===== src/rtl/esc_pkg.sv =====
package esc_pkg;

  localparam int unsigned OP_W        = 8;
  localparam int unsigned TRAP_ARG_W  = OP_W + 1;
  localparam logic [OP_W-1:0] ESC_OP_0 = 8'o370;
  localparam logic [OP_W-1:0] ESC_OP_1 = 8'o371;

  typedef enum logic [1:0] {
    RK_NONE     = 2'b00,
    RK_DISPATCH = 2'b01,
    RK_ELSEWHERE= 2'b10,
    RK_TRAP     = 2'b11
  } res_kind_e;

  // Groups (high nibble of sub-opcode) that are decoded further
  function automatic logic group_live(input logic [3:0] grp);
    case (grp)
      4'h0, 4'h1, 4'h2, 4'h7, 4'h8, 4'h9: group_live = 1'b1;
      default:                            group_live = 1'b0;
    endcase
  endfunction

  // Holes inside live groups
  function automatic logic sub_hole(input logic [OP_W-1:0] sub);
    case (sub)
      8'h00, 8'h01, 8'h2C, 8'h2D, 8'h2E, 8'h7F, 8'h83: sub_hole = 1'b1;
      default:                                          sub_hole = 1'b0;
    endcase
  endfunction

  function automatic logic is_escape(input logic [OP_W-1:0] op);
    is_escape = (op == ESC_OP_0) || (op == ESC_OP_1);
  endfunction

  // Single-byte opcodes without implementation
  function automatic logic single_unimp(input logic [OP_W-1:0] op);
    case (op)
      8'o076, 8'o077, 8'o175, 8'o176, 8'o177, 8'o277,
      8'o372, 8'o373, 8'o374, 8'o375, 8'o376: single_unimp = 1'b1;
      default:                                single_unimp = 1'b0;
    endcase
  endfunction

  function automatic logic [TRAP_ARG_W-1:0] esc_trap_arg(input logic [OP_W-1:0] sub);
    esc_trap_arg = {1'b1, sub};
  endfunction

  function automatic logic [TRAP_ARG_W-1:0] op_trap_arg(input logic [OP_W-1:0] op);
    op_trap_arg = {1'b0, op};
  endfunction

endpackage


===== src/rtl/esc_capture.sv =====
module esc_capture
  import esc_pkg::*;
#(
  parameter int unsigned PC_W = 16
) (
  input  logic            clk,
  input  logic            rst,
  input  logic            in_valid,
  input  logic [OP_W-1:0] in_opcode,
  input  logic [OP_W-1:0] in_operand,
  input  logic [PC_W-1:0] in_pc,
  output logic            cap_vld,
  output logic [OP_W-1:0] cap_op,
  output logic [OP_W-1:0] cap_arg,
  output logic [PC_W-1:0] cap_pc
);

  always_ff @(posedge clk) begin
    if (rst) begin
      cap_vld <= 1'b0;
      cap_op  <= '0;
      cap_arg <= '0;
      cap_pc  <= '0;
    end else begin
      cap_vld <= in_valid;
      if (in_valid) begin
        cap_op  <= in_opcode;
        cap_arg <= in_operand;
        cap_pc  <= in_pc;
      end
    end
  end

endmodule


===== src/rtl/esc_classify.sv =====
module esc_classify
  import esc_pkg::*;
#(
  parameter int unsigned PC_W = 16
) (
  input  logic [OP_W-1:0]       op,
  input  logic [OP_W-1:0]       arg,
  input  logic [PC_W-1:0]       pc,
  output res_kind_e             kind,
  output logic                  trap,
  output logic                  tkind,
  output logic [OP_W-1:0]       idx,
  output logic [TRAP_ARG_W-1:0] param,
  output logic [PC_W-1:0]       pc_nx,
  output logic                  ev_esc,
  output logic                  ev_hole,
  output logic                  ev_group_dead,
  output logic                  ev_unimp
);

  localparam logic [PC_W-1:0] PC_ONE = PC_W'(1);
  localparam logic [PC_W-1:0] PC_TWO = PC_W'(2);

  assign ev_esc        = is_escape(op);
  assign ev_group_dead = ev_esc && !group_live(arg[OP_W-1:OP_W-4]);
  assign ev_hole       = ev_esc && group_live(arg[OP_W-1:OP_W-4]) && sub_hole(arg);
  assign ev_unimp      = !ev_esc && single_unimp(op);

  always_comb begin
    kind  = RK_ELSEWHERE;
    trap  = 1'b0;
    tkind = 1'b0;
    idx   = '0;
    param = '0;
    pc_nx = pc;
    if (ev_esc) begin
      if (ev_group_dead || ev_hole) begin
        kind  = RK_TRAP;
        trap  = 1'b1;
        tkind = 1'b0;
        param = esc_trap_arg(arg);
        pc_nx = pc + PC_ONE;
      end else begin
        kind  = RK_DISPATCH;
        idx   = arg;
        pc_nx = pc + PC_TWO;
      end
    end else if (ev_unimp) begin
      kind  = RK_TRAP;
      trap  = 1'b1;
      tkind = 1'b1;
      param = op_trap_arg(op);
    end
  end

endmodule


===== src/rtl/esc_result_reg.sv =====
module esc_result_reg
  import esc_pkg::*;
#(
  parameter int unsigned PC_W = 16
) (
  input  logic                  clk,
  input  logic                  rst,
  input  logic                  load,
  input  res_kind_e             kind_d,
  input  logic                  trap_d,
  input  logic                  tkind_d,
  input  logic [OP_W-1:0]       idx_d,
  input  logic [TRAP_ARG_W-1:0] param_d,
  input  logic [PC_W-1:0]       pc_d,
  output logic                  done_q,
  output res_kind_e             kind_q,
  output logic                  trap_q,
  output logic                  tkind_q,
  output logic [OP_W-1:0]       idx_q,
  output logic [TRAP_ARG_W-1:0] param_q,
  output logic [PC_W-1:0]       pc_q
);

  always_ff @(posedge clk) begin
    if (rst) begin
      done_q  <= 1'b0;
      kind_q  <= RK_NONE;
      trap_q  <= 1'b0;
      tkind_q <= 1'b0;
      idx_q   <= '0;
      param_q <= '0;
      pc_q    <= '0;
    end else begin
      done_q <= load;
      if (load) begin
        kind_q  <= kind_d;
        trap_q  <= trap_d;
        tkind_q <= tkind_d;
        idx_q   <= idx_d;
        param_q <= param_d;
        pc_q    <= pc_d;
      end
    end
  end

endmodule


===== src/rtl/esc_dispatch_decoder.sv =====
module esc_dispatch_decoder
  import esc_pkg::*;
#(
  parameter int unsigned PC_W = 16
) (
  input  logic                  clk,
  input  logic                  rst,
  input  logic                  in_valid,
  input  logic [7:0]            in_opcode,
  input  logic [7:0]            in_operand,
  input  logic [PC_W-1:0]       in_pc,
  output logic                  out_done,
  output logic [1:0]            out_kind,
  output logic [7:0]            out_index,
  output logic                  trap_req,
  output logic                  trap_kind,
  output logic [8:0]            trap_param,
  output logic [PC_W-1:0]       out_pc
);

  // Named internal events, observed by the bound checker
  logic                  stage_vld;
  logic [OP_W-1:0]       stage_op;
  logic [OP_W-1:0]       stage_arg;
  logic [PC_W-1:0]       stage_pc;
  res_kind_e             cls_kind;
  logic                  cls_trap;
  logic                  cls_tkind;
  logic [OP_W-1:0]       cls_idx;
  logic [TRAP_ARG_W-1:0] cls_param;
  logic [PC_W-1:0]       cls_pc;
  logic                  ev_esc;
  logic                  ev_hole;
  logic                  ev_group_dead;
  logic                  ev_unimp;
  res_kind_e             kind_q;

  esc_capture #(.PC_W(PC_W)) u_cap (
    .clk        (clk),
    .rst        (rst),
    .in_valid   (in_valid),
    .in_opcode  (in_opcode),
    .in_operand (in_operand),
    .in_pc      (in_pc),
    .cap_vld    (stage_vld),
    .cap_op     (stage_op),
    .cap_arg    (stage_arg),
    .cap_pc     (stage_pc)
  );

  esc_classify #(.PC_W(PC_W)) u_cls (
    .op            (stage_op),
    .arg           (stage_arg),
    .pc            (stage_pc),
    .kind          (cls_kind),
    .trap          (cls_trap),
    .tkind         (cls_tkind),
    .idx           (cls_idx),
    .param         (cls_param),
    .pc_nx         (cls_pc),
    .ev_esc        (ev_esc),
    .ev_hole       (ev_hole),
    .ev_group_dead (ev_group_dead),
    .ev_unimp      (ev_unimp)
  );

  esc_result_reg #(.PC_W(PC_W)) u_res (
    .clk     (clk),
    .rst     (rst),
    .load    (stage_vld),
    .kind_d  (cls_kind),
    .trap_d  (cls_trap),
    .tkind_d (cls_tkind),
    .idx_d   (cls_idx),
    .param_d (cls_param),
    .pc_d    (cls_pc),
    .done_q  (out_done),
    .kind_q  (kind_q),
    .trap_q  (trap_req),
    .tkind_q (trap_kind),
    .idx_q   (out_index),
    .param_q (trap_param),
    .pc_q    (out_pc)
  );

  assign out_kind = kind_q;

endmodule


===== config.mk =====
export PLATFORM = sky130hd
export DESIGN_NAME = esc_dispatch_decoder
export DESIGN_NICKNAME = d
export VERILOG_FILES = /design/src/rtl/esc_pkg.sv /design/src/rtl/esc_capture.sv /design/src/rtl/esc_classify.sv /design/src/rtl/esc_result_reg.sv /design/src/rtl/esc_dispatch_decoder.sv
export SDC_FILE = /design/constraint.sdc
export NUM_CORES = 1
export LEC_CHECK = 0
export BUFFER_PORTS_ARGS = -buffer_cell sky130_fd_sc_hd__buf_4
export CORE_UTILIZATION = 40
export CTS_CLUSTER_SIZE = 16
export DETAILED_ROUTE_END_ITERATION = 10
export SLEW_MARGIN = 20
export SYNTH_ARGS = -nofsm -noshare
export SYNTH_HDL_FRONTEND = slang
export SYNTH_SLANG_ARGS = --single-unit

===== constraint.sdc =====
create_clock -name clk -period 1.96 [get_ports clk]
set_input_delay 0.196 -clock clk [delete_from_list [all_inputs] [get_ports clk]]
set_output_delay 0.196 -clock clk [all_outputs]
set_load 0.02 [all_outputs]

==> results of run 1 <==
[flip-flops by register name, indices dropped and copies added, names as in the netlist]
signal / cells
u_cap.cap_vld: 1
u_res.pc_q: 16
u_cap.cap_arg: 8
u_res.tkind_q: 1
u_res.idx_q: 8
u_cap.cap_pc: 16
u_res.param_q: 9
u_res.kind_q: 2
u_res.done_q: 1
u_res.trap_q: 1
u_cap.cap_op: 8
[how the worst min path moves through the flow]
| stage | start | end | slack [ps] | cells after the start |
|---|---|---|---|---|
| floorplan | in_opcode[6] | u_cap.cap_op[6] | 340 | 2 |
| global placement | in_pc[12] | u_cap.cap_pc[12] | 430 | 3 |
| detailed placement | in_pc[7] | u_cap.cap_pc[7] | 440 | 3 |
| CTS | in_operand[1] | u_cap.cap_arg[1] | 70 | 3 |
| global route | in_operand[1] | u_cap.cap_arg[1] | 60 | 3 |
| finish | in_operand[1] | u_cap.cap_arg[1] | 80 | 3 |
[final cells by class]
type	count	share of cell area (%)
multi-input cells	289	41.8
well taps	102	2.73
clock buffers	9	2.65
repair buffers	122	20.2
inverters	5	0.401
clock inverters	7	1.55
flip-flops and latches	71	30.6
[cell families (layout without fill, tap and decap cells)]
kind of cell | Yosys count | after routing | synth area share, %
AO/OA/AOI/OAI | 67 | 67 | 14.4
XOR/XNOR | 3 | 3 | 0.794
adder cells (fa/ha/maj) | 2 | 2 | 0.756
buffers and inverters | 38 | 143 | 4.65
flip-flops | 71 | 71 | 42.9
multiplexers | 32 | 32 | 9.68
AND/OR/NAND/NOR | 185 | 185 | 26.8
[metrics by stage]
stage               TNS [ps]  instances
global route           -3360        605
global placement        -975        582
CTS                     -499        599
finish                 -1390        605
floorplan               -119        398
detailed placement     -2070        582
[worst max-delay path: cells and delay by family, from the launching register on]
family          cells  cell delay, ps
compound gates      4            1080
simple gates        2             440
flops               1             330
buf+inv             1             150
[power by group]
part	total [mW]	internal, mW	switching (mW)
Clock	1.18	0.588	0.589
Sequential	1.56	1.51	0.0589
Combinational	0.572	0.274	0.298
[repair_timing]
item	in CTS	in global routing
endpoints found under the setup margin	25	28
buffers inserted	1	7
hold endpoints to repair	0	0
pin swaps	6	19
resized for setup	19	25
[Yosys cell counts (2+ instances only)]
cell type	count
nor4_2	2
mux2i_1	32
a31oi_1	6
buf_2	2
a21oi_1	30
nor4_1	9
or2_2	2
nor3_1	12
or4_1	2
nand2b_1	2
or2_0	2
a311oi_1	4
dfxtp_1	71
nand3_1	17
nor2b_1	2
nand2_1	46
nand4_1	9
buf_4	2
nor2_1	60
clkbuf_1	25
xnor2_1	2
o311a_1	2
a2111oi_0	4
a211oi_1	2
ha_1	2
and4_1	2
o21ai_0	3
buf_1	3
and2_1	6
or3_1	6
inv_1	5
o211ai_1	2
o211a_1	2
a2111oi_2	2
[routing by layer]
metal	wire [um]	global-route usage, %
met3	398	5.04
met1	4590	31.0
met4	53	6.67
met5	0	0
met2	4310	33.3
==> reports/results.tsv, run 1 <==
metric	value	unit
routed_via_density	5.28	
cp-endpoint	u_res.pc_q[9]	
grt_pass1_vias	2963	
final_cell_mix	116 x buf_4, 65 x dfxtp_1, 60 x nor2_1	
crit_chain	or3_4 > a211oi_4 > a22oi_2 > a21oi_4 > buf_6 > nor3_2 > a2111oi_2	
synth_flop_cell	dfxtp_1	
drv_slew	0	
violations	setup timing	
power.density	708	nW/um^2
die_y	93.0	um
globalplace.congestion	0.774	
ctsRootBufferMaster	clkbuf_8	
slowest_stage	or3_4	
area_growth_syn_to_layout	41.3	%
gr-total-overflow	0	
grt_max_degree	46	
synth_edf_count	0	
synth-seq-area-share	42.9	%
ioPinCount	73	
pre_cts_slack	-255	ps
clock_skew	9.38	ps
reg2reg_depth	7	
crit_type	reg -> reg	
antenna_found_initial	0	
syn_avg_cell_area	8.32	um^2
die_w	93.0	um
core_area	7850	um^2
seqCellArea	1430	um^2
cts_max_level	3	
critPathLaunch	u_cap.cap_arg[3]	
final_common_cell	buf_4	
io_buffer_count	72	
layout_setup_ws	-160	ps
grt_use_total	22.0	%
multiInputGateArea	1960	um^2
worstPathArrival	2360	ps
postLayoutCellArea	4680	um^2
dr.pass1.iters	4	
synth.distinct_cells	52	
cp_max_fo	8	
dieArea	8640	um^2
clk_pin_slew_worst_paths	80	ps
slowest_delay	400	ps
synth_area	3310	um^2
antennaDiodeCount	0	
final_core_util	59.6	%
hpwl	6020	um
yosysTopAreaCell	dfxtp_1	
hp-class	in -> reg	
maxCapViolations	0	
regToRegStartpoint	u_cap.cap_arg[3]	
antenna_left	0	
finalPower	3.31	mW
cts.sinks	71	
setup_viol	16	
num_vias	3197	
yosys_warnings	0	
worstReg2RegEnd	u_res.pc_q[9]	
start_util	42.2	%
drt_iter0_drc	127	
dpl_cell_area	4210	um^2
wl	9350	um
synthCells	398	
drc	0	
rows	32	
postCtsHoldBufs	0	
slew_headroom	60.8	%
status	finished, violations left	
p_leak	1.92	nW
critPathLaunchType	register	
ys_ff_latch	71	
tightest_slew	588	ps
ir_drop	0.000321	V
crit_required	2200	ps
synth_top_cell_area_share	42.9	%
r2r_slack	-160	ps
period_minus_slack	2120	ps
max-clock-path-buffers	2	
synth_area_leaders	dfxtp_1 43%, mux2i_1 9.7%, nor2_1 6.8%, nand2_1 5.2%, a21oi_1 4.5%	
grt_pass1_wl	14800	um
final_min_period_over_clock_period	108	%
syn-num-nets	435	
hold_viol_final	0	
clk_latency	350	ps
drive_above_1_share	36.0	%
cts_buffers	9	
routedWlPerCell	15.5	um
whs	79.3	ps
nets	535	
async_flop_share	0	%
fmax	472	MHz
fillers	742	
cts_tree	done	
rsz0062_at_grt	yes	
critPathCaptureType	register	
Note: power is estimated with default switching activity, not from simulation.
==> run 2: changes to the inputs <==
- SKIP_LAST_GASP: unset -> 1
==> run 2 against run 1 <==
Effect of this change:
- the flow still finishes with violations (setup timing)
- clock skew barely moved
- design area hardly changed
- sequential share of layout area is essentially flat
- largest cell class unchanged
==> reports/results.tsv, run 2 (same netlist as run 1, synthesis figures left out) <==
metric	value	unit
clock_skew	9.47	ps
setup_viol	21	
grt_pass1_vias	2958	
worstPathArrival	2380	ps
tightest_slew	591	ps
ioPinCount	73	
num_vias	3227	
final_min_period_over_clock_period	109	%
grt_max_degree	46	
routed_via_density	5.33	
fmax	468	MHz
violations	setup timing	
drv_slew	0	
clk_latency	350	ps
hp-class	in -> reg	
io_buffer_count	72	
cp_max_fo	8	
r2r_slack	-170	ps
final_cell_mix	116 x buf_4, 65 x dfxtp_1, 60 x nor2_1	
maxCapViolations	0	
max-clock-path-buffers	2	
core_area	7850	um^2
top_regs	u_cap.cap_pc (16), u_res.pc_q (16), u_res.param_q (9)	
finalPower	3.32	mW
drc	0	
hold_viol_final	0	
final_common_cell	buf_4	
clk_pin_slew_worst_paths	80	ps
rsz0062_at_grt	yes	
crit_required	2210	ps
period_minus_slack	2130	ps
cts.sinks	71	
ctsRootBufferMaster	clkbuf_8	
drt_iter0_drc	138	
nets	536	
globalplace.congestion	0.774	
wl	9300	um
start_util	42.2	%
dr.pass1.iters	5	
critPathLaunchType	register	
hpwl	6020	um
gr-total-overflow	0	
layout_setup_ws	-175	ps
pre_cts_slack	-255	ps
slew_headroom	60.6	%
routedWlPerCell	15.3	um
grt_use_total	22.0	%
critPathCaptureType	register	
rows	32	
crit_type	reg -> reg	
setup_tns	-1680	ps
cts_tree	done	
die_w	93.0	um
cts_buffers	9	
die_y	93.0	um
grt_pass1_wl	14800	um
dieArea	8640	um^2
area_growth_syn_to_layout	41.2	%
p_leak	1.92	nW
drive_above_1_share	35.7	%
antennaDiodeCount	0	
cts_max_level	3	
final_core_util	59.6	%
antenna_left	0	
power.density	710	nW/um^2
status	finished, violations left	
antenna_found_initial	0	
ir_drop	0.000321	V
[run 2: power breakdown]
group	total (mW)	switching, mW	internal [mW]
sequential	1.56	0.0589	1.51
clock	1.18	0.593	0.588
combinational	0.574	0.296	0.278
total	3.32	0.948	2.37
[run 2: repair_timing]
| action | in CTS | in global routing |
|---|---|---|
| setup buffers | 1 | 7 |
| setup endpoints to repair | 25 | 28 |
| endpoints found under the hold margin | 0 | 0 |
| hold buffers | 0 | 0 |
| pin swaps | 6 | 22 |
| resized for setup | 12 | 31 |
[run 2: final timing paths]
path / start / end / depth (start not counted)
worst max register to register: u_cap.cap_arg[3] / u_res.pc_q[9] / 7
worst min-delay path: in_operand[1] / u_cap.cap_arg[1] / 3
worst min register to register: u_res.param_q[8] / u_res.param_q[8] / 2
worst max-delay path: u_cap.cap_arg[3] / u_res.pc_q[9] / 7
[run 2: metrics by stage]
stage / hold slack, ps / area (um^2) / cells
after floorplan: 342 / 3360 / 398
after global routing: 64.1 / 4680 / 606
final: 76.6 / 4680 / 606
after CTS: 65.5 / 4480 / 599
after detailed placement: 436 / 4210 / 582
after global placement: 428 / 4210 / 582
[run 2: cell type report]
class | instances | area (um^2)
tap | 102 | 128
timing repair buffer | 123 | 958
sequential | 71 | 1430
inverter | 5 | 18.8
clock buffer | 9 | 124
multi-input combinational | 289 | 1940
fill | 743 | 3170
clock inverter | 7 | 72.6
[run 2: layer usage]
| metal | part of all wire, % | global-route usage (%) | vias up |
|---|---|---|---|
| li1 | - | - | 1620 |
| met5 | 0 | 0 | - |
| met4 | 0.99 | 6.67 | 0 |
| met2 | 46 | 33.2 | 92 |
| met3 | 4.6 | 5.04 | 10 |
| met1 | 48 | 30.9 | 1505 |
[run 2: critical path, cell delays in order (launching register included)]
cell and delay (ps):
dfxtp_2 330, or3_4 400, a211oi_4 300, a22oi_2 180
a21oi_4 340, buf_6 150, nor3_2 40, a2111oi_2 270
